<file path="src/rtl/pair_fetch.sv">
module pair_fetch #(
  parameter int AW = 32,
  parameter logic [AW-1:0] RESET_VEC = '0,
  parameter int SCW = 16
) (
  input  logic           clk,
  input  logic           rst_n,
  input  logic           redirect_i,
  input  logic [AW-1:0]  redirect_pc_i,
  input  logic           ma_req_i,
  input  logic           ma_we_i,
  input  logic [AW-1:0]  ma_addr_i,
  input  logic [31:0]    ma_wdata_i,
  output logic           mem_en_o,
  output logic           mem_we_o,
  output logic [AW-1:0]  mem_addr_o,
  output logic [31:0]    mem_wdata_o,
  input  logic [31:0]    mem_rdata_i,
  output logic           ins_valid_o,
  output logic [15:0]    ins_o,
  input  logic           ins_ready_i,
  output logic           fetch_stall_o,
  output logic [SCW-1:0] stall_cnt_o
);

  logic [AW-1:0]  pc_q;
  logic [31:0]    buf_q;
  logic [1:0]     hv_q;
  logic           rd_pend_q, pend_odd_q, odd_q;
  logic [SCW-1:0] cnt_q;

  wire        use_buf = |hv_q;
  wire [1:0]  arr_v   = pend_odd_q ? 2'b10 : 2'b11;
  wire [1:0]  cur_v   = use_buf ? hv_q : (rd_pend_q ? arr_v : 2'b00);
  wire [31:0] cur_w   = use_buf ? buf_q : mem_rdata_i;

  assign ins_valid_o = (|cur_v) && !redirect_i;
  assign ins_o       = cur_v[0] ? cur_w[15:0] : cur_w[31:16];

  wire       fire   = ins_valid_o && ins_ready_i;
  wire [1:0] lowbit = cur_v[0] ? 2'b01 : 2'b10;
  wire [1:0] hv_d   = redirect_i ? 2'b00 : (cur_v & ~(fire ? lowbit : 2'b00));

  wire          fetch_want = redirect_i || (hv_d == 2'b00);
  wire          fetch_go   = fetch_want && !ma_req_i;
  wire [AW-1:0] fetch_addr = redirect_i ? {redirect_pc_i[AW-1:2], 2'b00} : pc_q;

  assign fetch_stall_o = fetch_want && ma_req_i;
  assign stall_cnt_o   = cnt_q;

  assign mem_en_o    = ma_req_i || fetch_go;
  assign mem_we_o    = ma_req_i && ma_we_i;
  assign mem_addr_o  = ma_req_i ? ma_addr_i : fetch_addr;
  assign mem_wdata_o = ma_wdata_i;

  always_ff @(posedge clk) begin
    if (!rst_n) begin
      pc_q       <= {RESET_VEC[AW-1:2], 2'b00};
      buf_q      <= '0;
      hv_q       <= 2'b00;
      rd_pend_q  <= 1'b0;
      pend_odd_q <= 1'b0;
      odd_q      <= RESET_VEC[1];
      cnt_q      <= '0;
    end else begin
      hv_q      <= hv_d;
      rd_pend_q <= fetch_go;
      if (!use_buf && rd_pend_q) buf_q <= mem_rdata_i;
      if (fetch_go) begin
        pc_q       <= fetch_addr + AW'(4);
        pend_odd_q <= redirect_i ? redirect_pc_i[1] : odd_q;
        odd_q      <= 1'b0;
      end else if (redirect_i) begin
        pc_q  <= fetch_addr;
        odd_q <= redirect_pc_i[1];
      end
      if (fetch_stall_o) cnt_q <= cnt_q + SCW'(1);
    end
  end

  p_stall_needs_ma_r5: assert property (@(posedge clk) disable iff (!rst_n)
    fetch_stall_o |-> ma_req_i);

  p_stall_count_r5: assert property (@(posedge clk) disable iff (!rst_n)
    fetch_stall_o |=> stall_cnt_o == $past(stall_cnt_o) + SCW'(1));

  p_align_r7: assert property (@(posedge clk) disable iff (!rst_n)
    (mem_en_o && !ma_req_i) |-> mem_addr_o[1:0] == 2'b00);

  p_half_rate_r3: assert property (@(posedge clk) disable iff (!rst_n)
    (fetch_go && !redirect_i && !odd_q) |=> (!fetch_go || redirect_i));

  p_hold_stable_r10: assert property (@(posedge clk) disable iff (!rst_n)
    (ins_valid_o && !ins_ready_i && !redirect_i) |=> (redirect_i || (ins_valid_o && $stable(ins_o))));

  p_hold_no_fetch_r10: assert property (@(posedge clk) disable iff (!rst_n)
    (ins_valid_o && !ins_ready_i && !redirect_i) |-> !fetch_go);

endmodule

</file>
<file path="config.mk">
export PLATFORM = sky130hd
export DESIGN_NAME = pair_fetch
export DESIGN_NICKNAME = d
export VERILOG_FILES = /design/src/rtl/pair_fetch.sv
export SDC_FILE = /design/constraint.sdc
export NUM_CORES = 1
export LEC_CHECK = 0
export ABC_AREA = 1
export ABC_CLOCK_PERIOD_IN_PS = 3600
export BUFFER_PORTS_ARGS = -buffer_cell sky130_fd_sc_hd__buf_2
export CORE_MARGIN = 2
export CORE_UTILIZATION = 35
export CTS_CLUSTER_DIAMETER = 30
export DETAILED_ROUTE_END_ITERATION = 8
export PLACE_DENSITY = 0.6
export SYNTH_ARGS = -nofsm -noshare
export SYNTH_HDL_FRONTEND = slang
export SYNTH_SLANG_ARGS = --single-unit
</file>
<file path="constraint.sdc">
create_clock -name clk -period 3.6 [get_ports clk]
set_input_delay 0.36 -clock clk [delete_from_list [all_inputs] [get_ports clk]]
set_output_delay 0.36 -clock clk [all_outputs]
set_load 0.1 [all_outputs]
</file>
Word level (Yosys, flattened, before mapping). Index checks and enable logic that the tools add are counted.

Output and inout bits: 100. Logic and storage cells: 41. Flip-flop bits (word level): 85. Memories: 0. RAM bits: 0. Latch bits: 0. ROM bits: 0.

Multipliers: 0. Div/mod/pow operators: 0. Mux-type cells: 13. Equal/unequal tests: 0. Order comparisons: 0. Add/subtract/negate cells: 2. Shift operators: 0. Reductions and logical operators: 16. Bitwise operators: 3.

Operators with widths (number): two-way mux 32 bit (5); adder 32 x 3 -> 32 bit (second input constant) (1); adder 16 x 1 -> 16 bit (second input constant) (1); two-way mux 16 bit (1); two-way mux 2 bit (5); logical AND 1 bit (6); OR reduction 2 bit (3); zero test 1 bit (3); AND 2 bit (1); zero test 2 bit (1); logical OR 1 bit (2); two-way mux 1 bit (2); NOT 2 bit (1); nonzero test 2 bit (1); NOT 1 bit (1).

Logic depth before layout (Yosys ltp). Gate-level depths: netlist of run 1.

Depth in word-level cells: 14. Mapped depth: 13. Depth with buffers taken out: 13.

Worst setup path before layout of run 1. Ideal clock, no wire load.

Path type: register -> output. Start: reg hv_q[0]. End: out ins_o[13]. Cell stages (with the launch flop): 7. Buffers on the path: 1. Data arrival time: 3019 ps. Setup slack: 221 ps. Cells stage by stage: dfxtp_1 nor2_1 inv_2 clkbuf_1 nor2_1 a21oi_1 o21ai_0.

Longest elaborated chain between the ends: 3. Elaborated cells on any way between the ends: 4. Those cells by class: mux (3); reduce/logical (1).

RTL lines: start, declared (line 28) `logic [1:0] hv_q;`; start signal, assigned (line 66) `hv_q <= hv_d;`; OR reduction 2 bit (line 32) `wire use_buf = |hv_q;`; two-way mux 32 bit or two-way mux 2 bit (tied branches) (line 35, 34); two-way mux 16 bit (*) (line 38) `assign ins_o = cur_v[0] ? cur_w[15:0] : cur_w[31:16];`; end, declared (line 20) `output logic [15:0] ins_o,`.

Mark *: on every way between the ends. The rest lies on a longest branch, timed or not.

Final worst setup path of run 1.
Start: reg hv_q[1]. End: out ins_o[0].

Longest elaborated chain between the ends: 3. Elaborated cells on any way between the ends: 4. Those cells by class: mux (3); reduce/logical (1).

RTL lines (line): OR reduction 2 bit (*) (32); two-way mux 32 bit or two-way mux 2 bit (tied branches) (35, 34); two-way mux 16 bit (*) (38).

Marked as above.

==> results of run 1 <==
[per-stage QoR]
| step | instance area, sq um | util [%] |
|---|---|---|
| after CTS | 6610 | 41.76 |
| after floorplan | 5634 | - |
| after global placement | 6332 | 40.01 |
| final | 6610 | 41.76 |
| after detailed placement | 6332 | 40.01 |
| after global routing | 6610 | 41.76 |
[power groups by stage]
stage	Combinational [W]	Clock (W)	Sequential (W)
floorplan	0.000931	0	0.00106
global placement	0.000954	0	0.00104
detailed placement	0.000957	0	0.00104
CTS	0.000960	0.000917	0.00102
global route	0.00103	0.000958	0.00103
finish	0.000954	0.000896	0.00102
[synthesized netlist by cell type, drive strengths merged]
cell | instances | area share, %
nor3b | 2 | 0.27
o22ai | 1 | 0.11
nand4 | 6 | 1.0
a21oi | 79 | 7.0
nand2 | 287 | 20
buf | 43 | 6.0
nand3b | 2 | 0.27
nor4 | 2 | 0.22
a31oi | 2 | 0.22
o21ai | 109 | 9.9
xnor2 | 4 | 0.62
xor2 | 16 | 2.5
dfxtp | 85 | 30
nor3 | 8 | 0.80
inv | 102 | 6.8
o21a | 1 | 0.13
nand3 | 33 | 3.1
mux2i | 1 | 0.18
clkbuf | 30 | 2.0
or2 | 1 | 0.11
nor2 | 95 | 8.1
ha | 2 | 0.44
[sequential cells by signal (all words and copies together), names as in the netlist]
register     cells
pend_odd_q       1
rd_pend_q        1
pc_q            32
buf_q           32
hv_q             2
stall_cnt_o     16
odd_q            1
[metal layers]
metal | vias up | wire length [microns] | GRT usage (%)
met1 | 2467 | 7276 | 23.86
met5 | - | 0 | 0
met3 | 19 | 1041 | 4.601
met4 | 0 | 227 | 6.133
li1 | 3064 | - | -
met2 | 143 | 6368 | 27.24
[layout by cell type, fill, tap and decap left out, types with 2 or more instances in the layout]
| cell | Yosys | routed |
|---|---|---|
| nand3b_1 | 2 | 2 |
| xor2_1 | 16 | 16 |
| nor2_2 | 10 | 10 |
| nand3_1 | 31 | 31 |
| nor2_1 | 75 | 74 |
| o21ai_2 | 4 | 4 |
| ha_1 | 2 | 2 |
| nand4_2 | 3 | 3 |
| nand2_2 | 16 | 16 |
| a31oi_1 | 2 | 2 |
| dfxtp_1 | 85 | 85 |
| nand4_1 | 3 | 3 |
| nor4_1 | 2 | 2 |
| nor3b_1 | 2 | 2 |
| inv_2 | 4 | 4 |
| a21oi_1 | 79 | 79 |
| clkinvlp_4 | 0 | 2 |
| clkinv_2 | 0 | 3 |
| nor3_1 | 7 | 7 |
| xnor2_1 | 4 | 4 |
| buf_4 | 33 | 4 |
| inv_1 | 98 | 98 |
| o21ai_1 | 2 | 2 |
| nor2_4 | 10 | 11 |
| buf_2 | 5 | 168 |
| nand2_1 | 270 | 270 |
| nand3_2 | 2 | 2 |
| clkbuf_16 | 0 | 9 |
| o21ai_0 | 103 | 103 |
[worst register-to-register path, delay by kind of cell (launching register included)]
family	cells	cell delay [ps]
flip-flops	1	400
AO/OA/AOI/OAI	2	320
buffers and inverters	2	400
AND/OR/NAND/NOR	6	880
[final cells by class]
cell class              count  area [sq um]
fillers                  1702          9218
multi-input cells         651          3107
flip-flops and latches     85          1702
repair buffers            172         870.8
inverters                 102         382.9
well taps                 216         270.3
clock buffers              10         239.0
clock inverters             6         38.79
[path summary, 6_finish.rpt]
kind	from	cells past startpoint	to	slack (ps)
max	hv_q[1]	7	ins_o[0]	860
max reg2reg	hv_q[1]	10	stall_cnt_o[15]	1450
min	mem_rdata_i[9]	3	buf_q[9]	260
min reg2reg	pc_q[0]	2	pc_q[0]	450
[cell families (layout without fill, tap and decap cells)]
group | count (synthesis) | in the layout | share of synthesized area [%]
AO/OA/AOI/OAI | 192 | 192 | 17.43
XOR/XNOR | 20 | 20 | 3.109
adder cells (fa/ha/maj) | 2 | 2 | 0.4441
buffers and inverters | 175 | 290 | 14.79
flip-flops | 85 | 85 | 30.20
multiplexers | 1 | 1 | 0.1777
AND/OR/NAND/NOR | 436 | 436 | 33.84
==> results.sh, run 1 <==
export IMPL_status="completed"
export IMPL_whs_ps=259.7
export IMPL_place_ws_ps=1205
export IMPL_cts_tree="built"
export IMPL_chipHeight_microns=130.9
export IMPL_die_width_microns=130.9
export IMPL_nets=1157
export IMPL_coreArea_sq_um=15830
export IMPL_dr_pass1_iters=4
export IMPL_grt_start_max_net_pins=65
export IMPL_rsz0062_at_grt="false"
export IMPL_clk_latency_ps=340
export IMPL_drv_slew=0
export IMPL_end_kind="primary output"
export IMPL_syn_area_per_cell_sq_um=6.185
export IMPL_period_share_pct=76.20
export IMPL_clk_pin_slew_ps=70
export IMPL_ys_seq_area_share_pct=30.20
export IMPL_drtIter0Drc=264
export IMPL_final_cells=1242
export IMPL_slowest_delay_ps=670
export IMPL_grt_antenna_before_repair=1
export IMPL_routed_wl_mm=14.91
export IMPL_ir_drop_v=0.0002106
export IMPL_cts_hold_buf=0
export IMPL_setup_viol=0
export IMPL_cts_sinks=85
export IMPL_cp_data_required_time_ps=3240
export IMPL_p_comb_share_pct=33.2
export IMPL_max_slew_worst_pin_slew_ps=1157
export IMPL_initial_core_util_pct=35.60
export IMPL_drive_above_1_share_pct=23.49
export IMPL_p_sw_share_pct=41.91
export IMPL_worst_setup_path_type="reg -> out"
export IMPL_netlist_instances=911
export IMPL_clock_tree_buffer_depth=2
export IMPL_antenna_left=0
export IMPL_tns_ps=0
export IMPL_vias=5693
export IMPL_max_cap_violations=0
export IMPL_io_pins=234
export IMPL_syn_to_final_growth_pct=17.32
export IMPL_pwr_share_seq_pct=35.6
export IMPL_dpl_cell_count=1226
export IMPL_hold_path_class="in -> reg"
export IMPL_critPathBufInv=2
export IMPL_max_clock_freq_ghz=0.3645
export IMPL_dieArea_sq_um=17130
export IMPL_synthesis_area_sq_um=5634
export IMPL_hpwlAfterDp_mm=10.63
export IMPL_worstPathMaxFanout=64
export IMPL_cts_buffers=9
export IMPL_setup_slack_ps=856.8
export IMPL_grt_pass1_wl_mm=24.11
export IMPL_p_int_w=0.001668
export IMPL_grtUsageTotal_pct=17.62
export IMPL_cpLargestDelayFamily="buffers and inverters"
export IMPL_fin_total_pwr_w=0.002871
export IMPL_diodes=0
export IMPL_slew_headroom_pct=22.65
export IMPL_synth_net_count=1047
export IMPL_root_buffer="clkbuf_16"
export IMPL_ys_ff_latch=85
export IMPL_powerDensity_nw_per_um2=434.4
export IMPL_min_period_ps=2743
export IMPL_rows=46
export IMPL_cp_arrival_ps=2380
export IMPL_slowest_stage="inv_2"
export IMPL_remaining_drc_errors=0
export IMPL_ys_types=35
export IMPL_grt_ovfl_total=0
export IMPL_wl_per_cell_microns=12.01
export IMPL_cts_resized=0
export IMPL_leakage_nw=3.112
export IMPL_via_per_inst=4.584
export IMPL_ys_warn_count=0
export IMPL_path_cells="nor2_1 -> inv_2 -> nand2_1 -> o21ai_0 -> nand2_1 -> o21ai_0 -> buf_2"
export IMPL_gp_congestion=0.8840
export IMPL_switchingPower_w=0.001203
export IMPL_grt_pass1_vias=5003
export IMPL_portBuffers=168
export IMPL_post_cts_setup_buffers=0
export IMPL_htree_num_levels=3
export IMPL_crit_path_start_kind="flip-flop"
export IMPL_hold_viol_final=0
export IMPL_fin_skew_ps=5.858
export IMPL_p_clk_share_pct=31.2
(Power assumes the default switching activity.)
==> run 2, diff against run 1 <==
--- a/config.mk
+++ b/config.mk
@@ -6,13 +6,13 @@
 export NUM_CORES = 1
 export LEC_CHECK = 0
 export ABC_AREA = 1
-export ABC_CLOCK_PERIOD_IN_PS = 3600
+export ABC_CLOCK_PERIOD_IN_PS = 2400
 export BUFFER_PORTS_ARGS = -buffer_cell sky130_fd_sc_hd__buf_2
 export CORE_MARGIN = 2
 export CORE_UTILIZATION = 35
 export CTS_CLUSTER_DIAMETER = 30
 export DETAILED_ROUTE_END_ITERATION = 8
-export PLACE_DENSITY = 0.6
+export PLACE_DENSITY = 0.63
 export SYNTH_ARGS = -nofsm -noshare
 export SYNTH_HDL_FRONTEND = slang
 export SYNTH_SLANG_ARGS = --single-unit
==> constraint.sdc (replaced) <==
create_clock -name clk -period 2.4 [get_ports clk]
set_input_delay 0.24 -clock clk [delete_from_list [all_inputs] [get_ports clk]]
set_output_delay 0.24 -clock clk [all_outputs]
set_load 0.1 [all_outputs]
==> results.sh, run 2 (synthesis gave the netlist of run 1 again) <==
export IMPL_grt_ovfl_total=0
export IMPL_clock_tree_buffer_depth=2
export IMPL_max_slew_worst_pin_slew_ps=554.4
export IMPL_max_cap_violations=0
export IMPL_cts_buffers=9
export IMPL_path_cells="nor2_1 -> nand2_1 -> nand3_1 -> o21ai_2 -> nand2_1 -> nand2_1 -> buf_2"
export IMPL_coreArea_sq_um=15830
export IMPL_nets=1172
export IMPL_hpwlAfterDp_mm=11.92
export IMPL_portBuffers=168
export IMPL_worstPathMaxFanout=3
export IMPL_hold_depth=3
export IMPL_grt_pass1_vias=5374
export IMPL_worst_path_most_repeated_cell="nand2_1"
export IMPL_via_per_inst=4.651
export IMPL_crit_path_start_kind="flip-flop"
export IMPL_mostFrequentLayoutCell="nand2_1"
export IMPL_vias=5855
export IMPL_slew_headroom_pct=62.65
export IMPL_grt_start_max_net_pins=65
export IMPL_htree_num_levels=3
export IMPL_final_util_pct=45.23
export IMPL_rows=46
export IMPL_slowest_stage="buf_2"
export IMPL_grtUsageTotal_pct=18.80
export IMPL_setup_viol=0
export IMPL_gp_congestion=0.8725
export IMPL_drive_above_1_share_pct=26.22
export IMPL_root_buffer="clkbuf_16"
export IMPL_min_period_ps=2194
export IMPL_chipHeight_microns=130.9
export IMPL_hold_path_class="in -> reg"
export IMPL_worst_setup_path_type="reg -> out"
export IMPL_die_width_microns=130.9
export IMPL_io_pins=234
export IMPL_cpLargestDelayFamily="simple AND/OR/NAND/NOR gates"
export IMPL_hold_viol_final=0
export IMPL_slowest_delay_ps=450
export IMPL_cts_tree="built"
export IMPL_critPathBufInv=1
export IMPL_cp_arrival_ps=1950
export IMPL_grt_antenna_before_repair=2
export IMPL_fin_skew_ps=7.908
export IMPL_dr_pass1_iters=5
export IMPL_routed_wl_mm=15.77
export IMPL_clk_pin_slew_ps=70
export IMPL_wl_per_cell_microns=12.53
export IMPL_rsz0062_at_grt="false"
export IMPL_leakage_nw=3.329
export IMPL_fin_area_sq_um=7158
export IMPL_cp_depth=7
export IMPL_initial_core_util_pct=35.60
export IMPL_status="completed"
export IMPL_grt_pass1_wl_mm=25.48
export IMPL_dpl_cell_count=1237
export IMPL_layout_common_cells="nand2_1, buf_2, inv_1"
export IMPL_n_fill_cell=1638
export IMPL_powerDensity_nw_per_um2=656.6
export IMPL_cp_data_required_time_ps=2160
export IMPL_clk_latency_ps=360
export IMPL_drtIter0Drc=225
export IMPL_final_cells=1259
export IMPL_syn_to_final_growth_pct=27.05
export IMPL_antenna_left=0
export IMPL_cts_sinks=85
export IMPL_ir_drop_v=0.0004664
export IMPL_end_kind="primary output"
export IMPL_remaining_drc_errors=0
export IMPL_max_clock_freq_ghz=0.4558
export IMPL_dieArea_sq_um=17130
export IMPL_dpl_cell_area_sq_um=6809
export IMPL_drv_slew=0
export IMPL_period_share_pct=91.41
export IMPL_r2r_cells=11
-- run 2: cell types whose count changed in the layout (fill, tap and decap cells not counted), sizes merged --
cell,before,now
buf,172,187
bufinv,0,1
clkbuf,10,11
clkinv,4,2
diode,0,2
-- run 2: layout make-up --
type                    count  area, sq um  area share (%)
clock buffers              11        252.7           3.531
multi-input cells         651         3176           44.36
repair buffers            187         1309           18.28
well taps                 216        270.3           3.776
flip-flops and latches     85         1702           23.77
inverters                 102        385.4           5.384
clock inverters             5        58.81          0.8215
diodes                      2        5.005         0.06992
-- run 2: final timing paths --
kind                                      start              end  slack [ps]
worst min-delay path            mem_rdata_i[19]        buf_q[19]         130
worst max-delay path                    hv_q[1]         mem_en_o         210
worst min register to register          pc_q[1]          pc_q[1]         460
worst max register to register          hv_q[1]  stall_cnt_o[15]         360
-- run 2: timing repair --
action | 4_1_cts | 5_1_grt
setup endpoints to repair | 0 | 4
buffers inserted | 0 | 4
hold buffers | 0 | 0
resized for setup | 0 | 2
-- run 2: metal layers --
metal  vias to the layer above  routed length [microns]  GRT usage (%)
li1                       3103                        -              -
met1                      2540                     6936          22.32
met2                       189                     7136          31.56
met3                        23                     1428          6.881
met4                         0                      267          6.258
met5                         -                        0              0
-- run 2: worst min-delay path, delay by kind of cell --
family          cells  cell delay [ps]
compound gates      1              100
buf+inv             2              110
-- run 2: power breakdown --
group | total [W] | leakage (nW) | switching, W | internal [W]
sequential | 0.00153 | 0.697 | 0.0000332 | 0.00150
clock | 0.00148 | 0.148 | 0.000617 | 0.000863
combinational | 0.00169 | 2.48 | 0.00122 | 0.000467
total | 0.00470 | 3.33 | 0.00187 | 0.00283
-- run 2: stage by stage --
| step | setup TNS [ps] | setup WS (ps) | total power [W] | hold WS, ps |
|---|---|---|---|---|
| after floorplan | -4598 | -561.9 | 0.003022 | 383.2 |
| after global placement | 0 | 340.4 | 0.003237 | 450.0 |
| after detailed placement | 0 | 308.4 | 0.003246 | 455.6 |
| after CTS | 0 | 76.66 | 0.004744 | 115.2 |
| after global routing | 0 | 51.37 | 0.004926 | 130.0 |
| final | 0 | 206.2 | 0.004700 | 126.2 |
